[config.mk]
export PLATFORM = sky130hd
export DESIGN_NAME = adc_seq_ctrl
export DESIGN_NICKNAME = d
export VERILOG_FILES = /design/src/rtl/adc_seq_pkg.sv /design/src/rtl/adc_clk_div.sv /design/src/rtl/adc_pin_map.sv /design/src/rtl/adc_sar_reg.sv /design/src/rtl/adc_seq_ctrl.sv
export SDC_FILE = /design/constraint.sdc
export NUM_CORES = 1
export LEC_CHECK = 0
export ABC_AREA = 1
export CAP_MARGIN = 20
export CORE_AREA = 2 2 70 72
export CTS_CLUSTER_DIAMETER = 150
export DETAILED_ROUTE_END_ITERATION = 8
export DIE_AREA = 0 0 72 74
export PLACE_DENSITY_LB_ADDON = 0.1
export SLEW_MARGIN = 20
export SYNTH_ARGS = -nofsm -noshare
export SYNTH_HDL_FRONTEND = slang
export SYNTH_HIERARCHICAL = 1
export SYNTH_SLANG_ARGS = --single-unit
[constraint.sdc]
create_clock -name clk -period 1.9 [get_ports clk]
set_input_delay 0.38 -clock clk [delete_from_list [all_inputs] [get_ports clk]]
set_output_delay 0.38 -clock clk [all_outputs]
set_load 0.02 [all_outputs]
[src/rtl/adc_seq_pkg.sv]
`timescale 1ns/1ps
package adc_seq_pkg;

    typedef enum logic [1:0] {
        ST_IDLE = 2'd0,
        ST_HOLD = 2'd1,
        ST_CONV = 2'd2,
        ST_DONE = 2'd3
    } seq_state_e;

endpackage

[src/rtl/adc_clk_div.sv]
`timescale 1ns/1ps
// Conversion clock enable: one tick every N system cycles while running.
// The ratio is captured continuously while idle and frozen once run rises.
module adc_clk_div #(
    parameter int DIV_A = 2,
    parameter int DIV_B = 8,
    parameter int DIV_C = 32
) (
    input  logic       clk,
    input  logic       rst_n,
    input  logic       run,
    input  logic [1:0] sel,
    output logic       tick
);
    localparam int MAX_AB  = (DIV_A > DIV_B) ? DIV_A : DIV_B;
    localparam int MAX_DIV = (MAX_AB > DIV_C) ? MAX_AB : DIV_C;
    localparam int CNT_W   = (MAX_DIV > 2) ? $clog2(MAX_DIV) : 1;

    logic [CNT_W-1:0] cnt_q;
    logic [CNT_W-1:0] limit_q;
    logic [CNT_W-1:0] sel_limit;

    always_comb begin
        unique case (sel)
            2'b00:   sel_limit = CNT_W'(DIV_A - 1);
            2'b01:   sel_limit = CNT_W'(DIV_B - 1);
            default: sel_limit = CNT_W'(DIV_C - 1);
        endcase
    end

    always_ff @(posedge clk) begin
        if (!rst_n) begin
            cnt_q   <= '0;
            limit_q <= '0;
        end else if (!run) begin
            cnt_q   <= '0;
            limit_q <= sel_limit;
        end else if (cnt_q == limit_q) begin
            cnt_q   <= '0;
        end else begin
            cnt_q   <= cnt_q + 1'b1;
        end
    end

    assign tick = run && (cnt_q == limit_q);

endmodule

[src/rtl/adc_pin_map.sv]
`timescale 1ns/1ps
// Pin-configuration decode: channel i is analog when the field exceeds i.
module adc_pin_map #(
    parameter int NCH   = 4,
    parameter int CFG_W = 3
) (
    input  logic [CFG_W-1:0] cfg,
    output logic [NCH-1:0]   ana_en,
    output logic             pwr_en
);
    for (genvar i = 0; i < NCH; i++) begin : g_pin
        assign ana_en[i] = (cfg > CFG_W'(i));
    end

    assign pwr_en = |cfg;

endmodule

[src/rtl/adc_sar_reg.sv]
`timescale 1ns/1ps
// Successive-approximation trial register, MSB first.
module adc_sar_reg #(
    parameter int RES_W = 10
) (
    input  logic             clk,
    input  logic             rst_n,
    input  logic             clear,
    input  logic             load,
    input  logic             step,
    input  logic             cmp_in,
    output logic [RES_W-1:0] code,
    output logic [RES_W-1:0] resolved,
    output logic             last
);
    localparam int IDX_W = (RES_W > 2) ? $clog2(RES_W) : 1;

    logic [RES_W-1:0] code_q;
    logic [RES_W-1:0] next_trial;
    logic [IDX_W-1:0] idx_q;

    // Current trial word with the bit under test replaced by the decision.
    always_comb begin
        resolved        = code_q;
        resolved[idx_q] = cmp_in;
    end

    always_comb begin
        next_trial = resolved;
        if (idx_q != '0) begin
            next_trial[idx_q - 1'b1] = 1'b1;
        end
    end

    always_ff @(posedge clk) begin
        if (!rst_n || clear) begin
            code_q <= '0;
            idx_q  <= '0;
        end else if (load) begin
            code_q <= {1'b1, {(RES_W-1){1'b0}}};
            idx_q  <= IDX_W'(RES_W - 1);
        end else if (step) begin
            code_q <= next_trial;
            if (idx_q != '0) begin
                idx_q <= idx_q - 1'b1;
            end
        end
    end

    assign code = code_q;
    assign last = (idx_q == '0);

endmodule

[src/rtl/adc_seq_ctrl.sv]
`timescale 1ns/1ps
module adc_seq_ctrl
    import adc_seq_pkg::*;
#(
    parameter int RES_W = 10,
    parameter int NCH   = 4,
    parameter int CFG_W = 3,
    parameter int DIV_A = 2,
    parameter int DIV_B = 8,
    parameter int DIV_C = 32,
    localparam int CH_W = (NCH > 2) ? $clog2(NCH) : 1
) (
    input  logic             clk,
    input  logic             rst_n,
    input  logic             start_bit,
    input  logic             int_en,
    input  logic             irq_clr,
    input  logic [CFG_W-1:0] pin_cfg,
    input  logic [1:0]       clk_sel,
    input  logic [CH_W-1:0]  chan_sel,
    input  logic             cmp_in,
    output logic             busy,
    output logic             irq_flag,
    output logic             irq_out,
    output logic [RES_W-1:0] result,
    output logic [RES_W-1:0] dac_code,
    output logic [CH_W-1:0]  dac_chan,
    output logic [NCH-1:0]   ana_en,
    output logic             pwr_en
);
    seq_state_e       state_q, state_d;
    logic             run, tick, last;
    logic             sar_clear, sar_load, sar_step, finish;
    logic [RES_W-1:0] resolved;
    logic             busy_q, irq_q;
    logic [RES_W-1:0] result_q;
    logic [CH_W-1:0]  chan_q;

    // Next-state logic: a high start bit overrides every state.
    always_comb begin
        state_d = state_q;
        if (start_bit) begin
            state_d = ST_HOLD;
        end else begin
            unique case (state_q)
                ST_IDLE: state_d = ST_IDLE;
                ST_HOLD: state_d = ST_CONV;
                ST_CONV: if (tick && last) state_d = ST_DONE;
                ST_DONE: state_d = ST_IDLE;
            endcase
        end
    end

    // State register.
    always_ff @(posedge clk) begin
        if (!rst_n) state_q <= ST_IDLE;
        else        state_q <= state_d;
    end

    assign run       = (state_q == ST_CONV);
    assign sar_clear = (state_d == ST_HOLD);
    assign sar_load  = (state_q == ST_HOLD) && (state_d == ST_CONV);
    assign sar_step  = run && tick;
    assign finish    = (state_q == ST_CONV) && (state_d == ST_DONE);

    // Output registers.
    always_ff @(posedge clk) begin
        if (!rst_n) begin
            busy_q   <= 1'b1;
            irq_q    <= 1'b0;
            result_q <= '0;
            chan_q   <= '0;
        end else begin
            if (state_d == ST_HOLD) busy_q <= 1'b1;
            else if (finish)        busy_q <= 1'b0;

            if (finish)       irq_q <= 1'b1;
            else if (irq_clr) irq_q <= 1'b0;

            if (finish)   result_q <= resolved;
            if (sar_load) chan_q   <= chan_sel;
        end
    end

    adc_clk_div #(
        .DIV_A(DIV_A),
        .DIV_B(DIV_B),
        .DIV_C(DIV_C)
    ) u_div (
        .clk  (clk),
        .rst_n(rst_n),
        .run  (run),
        .sel  (clk_sel),
        .tick (tick)
    );

    adc_sar_reg #(
        .RES_W(RES_W)
    ) u_sar (
        .clk     (clk),
        .rst_n   (rst_n),
        .clear   (sar_clear),
        .load    (sar_load),
        .step    (sar_step),
        .cmp_in  (cmp_in),
        .code    (dac_code),
        .resolved(resolved),
        .last    (last)
    );

    adc_pin_map #(
        .NCH  (NCH),
        .CFG_W(CFG_W)
    ) u_pins (
        .cfg   (pin_cfg),
        .ana_en(ana_en),
        .pwr_en(pwr_en)
    );

    assign busy     = busy_q;
    assign irq_flag = irq_q;
    assign irq_out  = irq_q && int_en;
    assign result   = result_q;
    assign dac_chan = chan_q;

endmodule

Word level (Yosys, flattened, before mapping)

Index checks and enable logic that the tools add are counted.

Add/sub/neg operators: 2
Reductions and logical operators: 24
Equality and inequality tests: 8
Muxes and demuxes: 17
Bitwise gates (word level): 3
Order comparisons: 8

Operator list:

| cell                                                          | count |
|---|---|
| 2-to-1 mux 10 bit                                             | 3 |
| 2-to-1 mux 4 bit                                              | 3 |
| bitwise mux 10 bit                                            | 1 |
| less-than comparator 4 x 5 -> 1 bit, second input constant    | 2 |
| OR 10 bit                                                     | 1 |
| one-hot mux 5 bit (2 select lines)                            | 1 |
| demux 1 bit (select 4 bit)                                    | 2 |
| equality test 2 bit, second input constant                    | 4 |
| >= comparator 4 x 1 -> 1 bit, second input constant           | 2 |
| logical AND 1 bit                                             | 8 |
| equality test 2 x 1 -> 1 bit, second input constant           | 3 |
| greater-than comparator 3 x 1 -> 1 bit, second input constant | 2 |
| greater-than comparator 3 x 2 -> 1 bit, second input constant | 2 |
| one-hot mux 2 bit (3 select lines)                            | 1 |
| nonzero test 2 bit                                            | 3 |
| OR reduction 2 bit                                            | 3 |
| OR reduction 3 bit                                            | 2 |
| adder 5 x 1 -> 5 bit, second input constant                   | 1 |
| equality test 5 bit                                           | 1 |
| zero test 2 bit                                               | 2 |
| zero test 4 bit                                               | 1 |
| 2-to-1 mux 1 bit                                              | 4 |
| 2-to-1 mux 2 bit                                              | 2 |
| AND reduction 2 bit                                           | 2 |
| other kinds (5)                                               | 6 |

Register bits: 40
Input port bits: 13
Logic and storage cells: 73
Output and inout port bits: 30

Longest topological paths before layout

Depth after elaboration: 10
Mapped depth: 17
Gate-level depth less buffers: 16

By module

The synthesis kept the hierarchy.

Modules (own cells, without submodules):

| module       | instances | area an instance (sq um) | seq. area each (sq um) | cells each |
|---|---|---|---|---|
| adc_sar_reg  | 1         | 887.1                    | 280.3                  | 129 |
| adc_seq_ctrl | 1         | 743.2                    | 320.3                  | 112 |
| adc_clk_div  | 1         | 352.8                    | 160.2                  | 46 |
| adc_pin_map  | 1         | 36.3                     | 0.0                    | 8 |

Least setup slack after synthesis

OpenSTA, ideal clock, no wires.

Kind: register -> register
Start: register u_sar.idx_q[0]
End: register u_sar.code_q[0] (netlist: u_sar/code[0])
Path slack: -0.119 ns
Period minus slack after synthesis: 2.019 ns
Cell stages (with the launch flop): 17
Library setup time: 0.070 ns
Buffers on the path: 1
Required time: 1.830 ns
Data arrival time: 1.949 ns
Path through: dfxtp_1 inv_1 ha_1 nand2_2 inv_1 nand2_1 nand2_1 nand2_1 nand2_1 nand2_1 inv_1 nor2_1 inv_2 nor2_1 buf_2 o21ai_0 a21oi_1

Longest elaborated chain between the ends: 8
Elaborated cells between the ends (all ways): 25
Classes of those cells: 1 x add/sub; 4 x order compare; 2 x eq/ne; 9 x mux; 1 x bitwise; 8 x reduce/logical

Ends and longest elaborated chain:

| what                                | RTL line           | text |
|---|---|---|
| start: declaration                  | adc_sar_reg.sv:20  | `logic [IDX_W-1:0] idx_q;` |
| start signal: assignment            | adc_sar_reg.sv:41  | `idx_q <= IDX_W'(RES_W - 1);` |
| start signal: assignment            | adc_sar_reg.sv:45  | `idx_q <= idx_q - 1'b1;` |
| zero test 4 bit                     | adc_sar_reg.sv:51  | `assign last = (idx_q == '0);` |
| named net last                      | adc_seq_ctrl.sv:32 | `logic run, tick, last;` |
| logical AND 1 bit                   | adc_seq_ctrl.sv:48 | `ST_CONV: if (tick && last) state_d = ST_DONE;` |
| 2-to-1 mux 2 bit                    | adc_seq_ctrl.sv:48 |  |
| one-hot mux 2 bit (3 select lines)  | adc_seq_ctrl.sv:45 | `unique case (state_q)` |
| 2-to-1 mux 2 bit                    | adc_seq_ctrl.sv:42 | `if (start_bit) begin` |
| equality test 2 x 1 -> 1 bit        | adc_seq_ctrl.sv:61 | `assign sar_clear = (state_d == ST_HOLD);` |
| named net sar_clear                 | adc_seq_ctrl.sv:33 | `logic sar_clear, sar_load, sar_step, finish;` |
| logical OR 1 bit                    | adc_sar_reg.sv:36  | `if (!rst_n \|\| clear) begin` |
| OR reduction 2 bit (no source line) | -                  |  |
| end signal: assignment              | adc_sar_reg.sv:40  | `code_q <= {1'b1, {(RES_W-1){1'b0}}};` |
| end signal: assignment              | adc_sar_reg.sv:43  | `code_q <= next_trial;` |
| end: declaration                    | adc_sar_reg.sv:18  | `logic [RES_W-1:0] code_q;` |

The timed path passes the listed nets, and every way through them passes these cells.
A chain may end at the register's enable or synchronous reset.

Worst setup path after layout

Start: input pin_cfg[2]
End: output ana_en[3]

Longest elaborated chain between the ends: 1

Ends and longest elaborated chain:

| what                                   | RTL line           | text |
|---|---|---|
| start: declaration                     | adc_seq_ctrl.sv:18 | `input logic [CFG_W-1:0] pin_cfg,` |
| greater-than comparator 3 x 2 -> 1 bit | adc_pin_map.sv:12  | `assign ana_en[i] = (cfg > CFG_W'(i));` |
| end: declaration                       | adc_seq_ctrl.sv:28 | `output logic [NCH-1:0] ana_en,` |

Every way passes these cells.

==> run_results.csv <==
group,metric,value,unit
run_status,outcome,"complete, no violations",
setup_path,crit_fanout,3,
timing,relSlewSlack,71.0,%
finish,multi_input_area,1090,µm²
setup_path,path_buf_inv,2,
yosys,synth-main-ff-cell,"dfxtp_1",
floorplan,ios,43,
floorplan,rows,25,
setup_path,worst_path_largest_cell_delay,0.61,ns
finish,num-nets-final,379,
finish,stdcell_area,2780,µm²
clock_network,worstSkewPairLatency,0.29,ns
setup_path,arrival,1.49,ns
global_routing,grt_pass1_vias,1754,
floorplan,die_h,74,µm
pwr,total_power,1500,µW
timing,max_slew.worst_pin.slew,0.432,ns
yosys,synth_nets,317,
detailed_routing,vias,1949,
yosys,netlist_top_cells_count,"nand2_1, nor2_1, dfxtp_1, inv_1, a21oi_1",
detailed_routing,first_pass_iters,4,
timing,fin_skew,0.00365,ns
yosys,synth_edf_count,0,
yosys,syn_area_per_cell,6.85,µm²
setup_path,crit_slowest_cell,"clkdlybuf4s50_1",
clock_network,h-tree-depth,2,
pwr,leakagePower,0.00128,µW
yosys,synth_top_area_cell,"dfxtp_1",
timing,hold_viol,0,
global_routing,globalRouteOverflowTotal,0,
global_routing,antenna_found_initial,0,
placement,gp_congestion,0.854,
clock_network,ctsHoldBuffers,0,
clock_network,cts.path.max_buffers,2,
setup_path,path_common_cell,"clkdlybuf4s50_1",
clock_network,clock_sinks,38,
global_routing,grt_max_degree,21,
timing,min_period,1.87,ns
detailed_routing,via_per_inst,4.74,
yosys,postSynth.asyncResetShare,0,%
yosys,synthDominantCellAreaShare,37.7,%
setup_path,crit_required,1.52,ns
setup_path,crit_path_end_kind,"output port",
clock_network,cts_tree,"yes",
job,drv_cap,0,
placement,place_hpwl,3.38,mm
finish,post-route-util,60.5,%
finish,area_delta_synth_final,37.7,%
setup_path,start_kind,"primary input",
floorplan,start_util,43.9,%
detailed_routing,dr.first_iter.drc_count,88,
clock_network,cts_root_buf,"clkbuf_8",
timing,clock.fmax,0.536,GHz
yosys,yosysMostFrequentCell,"nand2_1",
pwr,ir_drop,0.000317,V
finish,num-fill-cells,444,
setup_path,cp_cell_sequence,"clkdlybuf4s50_1, clkdlybuf4s50_1",
setup_path,worst-setup-path-type,"in -> out",
timing,grt_setup_unrepaired,"yes",
placement,portBuffers,42,
detailed_routing,ant_nets,0,
timing,final-max-slew-violation-count,0,
yosys,synth_area_leaders,"dfxtp_1, nand2_1, nor2_1",
detailed_routing,drcViolationCount,0,
placement,placed_area,2620,µm²
pwr,powerDensity,538,nW/µm²
finish,antenna_cells,0,
floorplan,die-area,5330,µm²
timing,setup_viol,0,
worst_hold_path,hp-class,"reg -> reg",
yosys,ys_seq_area_share,37.7,%
yosys,synthCells,295,
setup_path,timing.critical_path.max_delay_family,"buffers and inverters",
timing,period_share,98.2,%
global_routing,grt_pass1_wl,7.79,mm
global_routing,grt_usage,18.7,%
detailed_routing,drt_wl_total,4.49,mm
clock_network,numCtsBuffers,5,
finish,final_layout_size_suffix_gt1_share,20.7,%
floorplan,die_width,72,µm
yosys,synth-seq-cells,38,
detailed_routing,post_drt_wl_per_cell,10.9,µm
yosys,yosysUniqueCellTypes,31,
clock_network,clkTransAtPathRegs,0.07,ns
floorplan,core,4600,µm²
yosys,synth_area,2020,µm²
yosys,yosysWarnings,6,
finish,seqCellArea,773,µm²
[logic make-up after synthesis]
family                     synth area share [%]
adders and majority gates                  5.58
and+or+nand+nor                            31.1
AOI/OAI and AO/OA                          12.4
DFF                                        37.7
xor gates and xnor gates                   2.11
buffers and inverters                      11.2
[where the power goes]
group          switching [µW]  internal, µW
Clock                     283           246
Sequential               5.39           806
Combinational            79.5          75.4
[per-layer routing]
layer | vias to the layer above | track usage [%] | wire length [µm]
met2 | 36 | 29.5 | 2000
li1 | 1032 | - | -
met3 | 8 | 5.15 | 200
met1 | 873 | 24.5 | 2220
met4 | 0 | 7.13 | 66
met5 | - | 0 | 0
[per-stage QoR]
step | TNS (ns) | hold WS [ns] | setup WS, ns | std cells
final | 0 | 0.464 | 0.0348 | 411
after global placement | -0.256 | 0.458 | -0.0731 | 402
after global routing | -0.109 | 0.494 | -0.0268 | 411
after floorplan | 0 | 0.441 | 0.00788 | 295
after CTS | 0 | 0.468 | 0.0183 | 409
after detailed placement | -0.394 | 0.452 | -0.111 | 402
[final timing paths]
path / to / slack [ns] / depth (start not counted) / startpoint
max: ana_en[3] / 0.03 / 2 / pin_cfg[2]
min: busy$_SDFFE_PP1P_ / 0.46 / 2 / busy$_SDFFE_PP1P_
max reg2reg: u_sar/idx_q[0]$_SDFFE_PP0P_ / 0.15 / 11 / state_q[0]$_SDFF_PN0_
min reg2reg: busy$_SDFFE_PP1P_ / 0.46 / 2 / busy$_SDFFE_PP1P_
[area by class of cell]
type,count,share of cell area [%]
repair buffers,64,21.5
multi-input cells,203,39.3
clock inverters,2,0.360
flip-flops and latches,38,27.8
clock buffers,5,2.47
inverters,45,6.07
well taps,54,2.43
[registers in the layout, indices dropped and copies added, names as in the netlist]
signal / count
u_div/limit_q: 3
state_q: 2
result: 10
u_div/cnt_q: 5
busy: 1
dac_chan: 2
irq_flag: 1
u_sar/idx_q: 4
u_sar/code: 10
[timing repair]
item                                   in CTS  in global routing
cloned                                      0                  1
endpoints found under the hold margin       0                  0
gates resized for setup                     5                 32
buffers inserted                            0                  1
pin swaps                                   0                  4
setup endpoints to repair                   5                 11
[cell usage in the layout, fill, tap and decap left out, types with 8 or more instances in the layout]
| cell | netlist | routed |
|---|---|---|
| clkdlybuf4s50_1 | 0 | 37 |
| o21ai_1 | 5 | 8 |
| inv_2 | 7 | 9 |
| a21oi_1 | 20 | 20 |
| dfxtp_1 | 38 | 28 |
| inv_1 | 38 | 36 |
| nand3_1 | 15 | 15 |
| nand2_1 | 69 | 63 |
| o21ai_0 | 13 | 10 |
| nor2_1 | 45 | 42 |
| buf_4 | 1 | 19 |
| dfxtp_2 | 0 | 10 |
(Power assumes the default switching activity.)
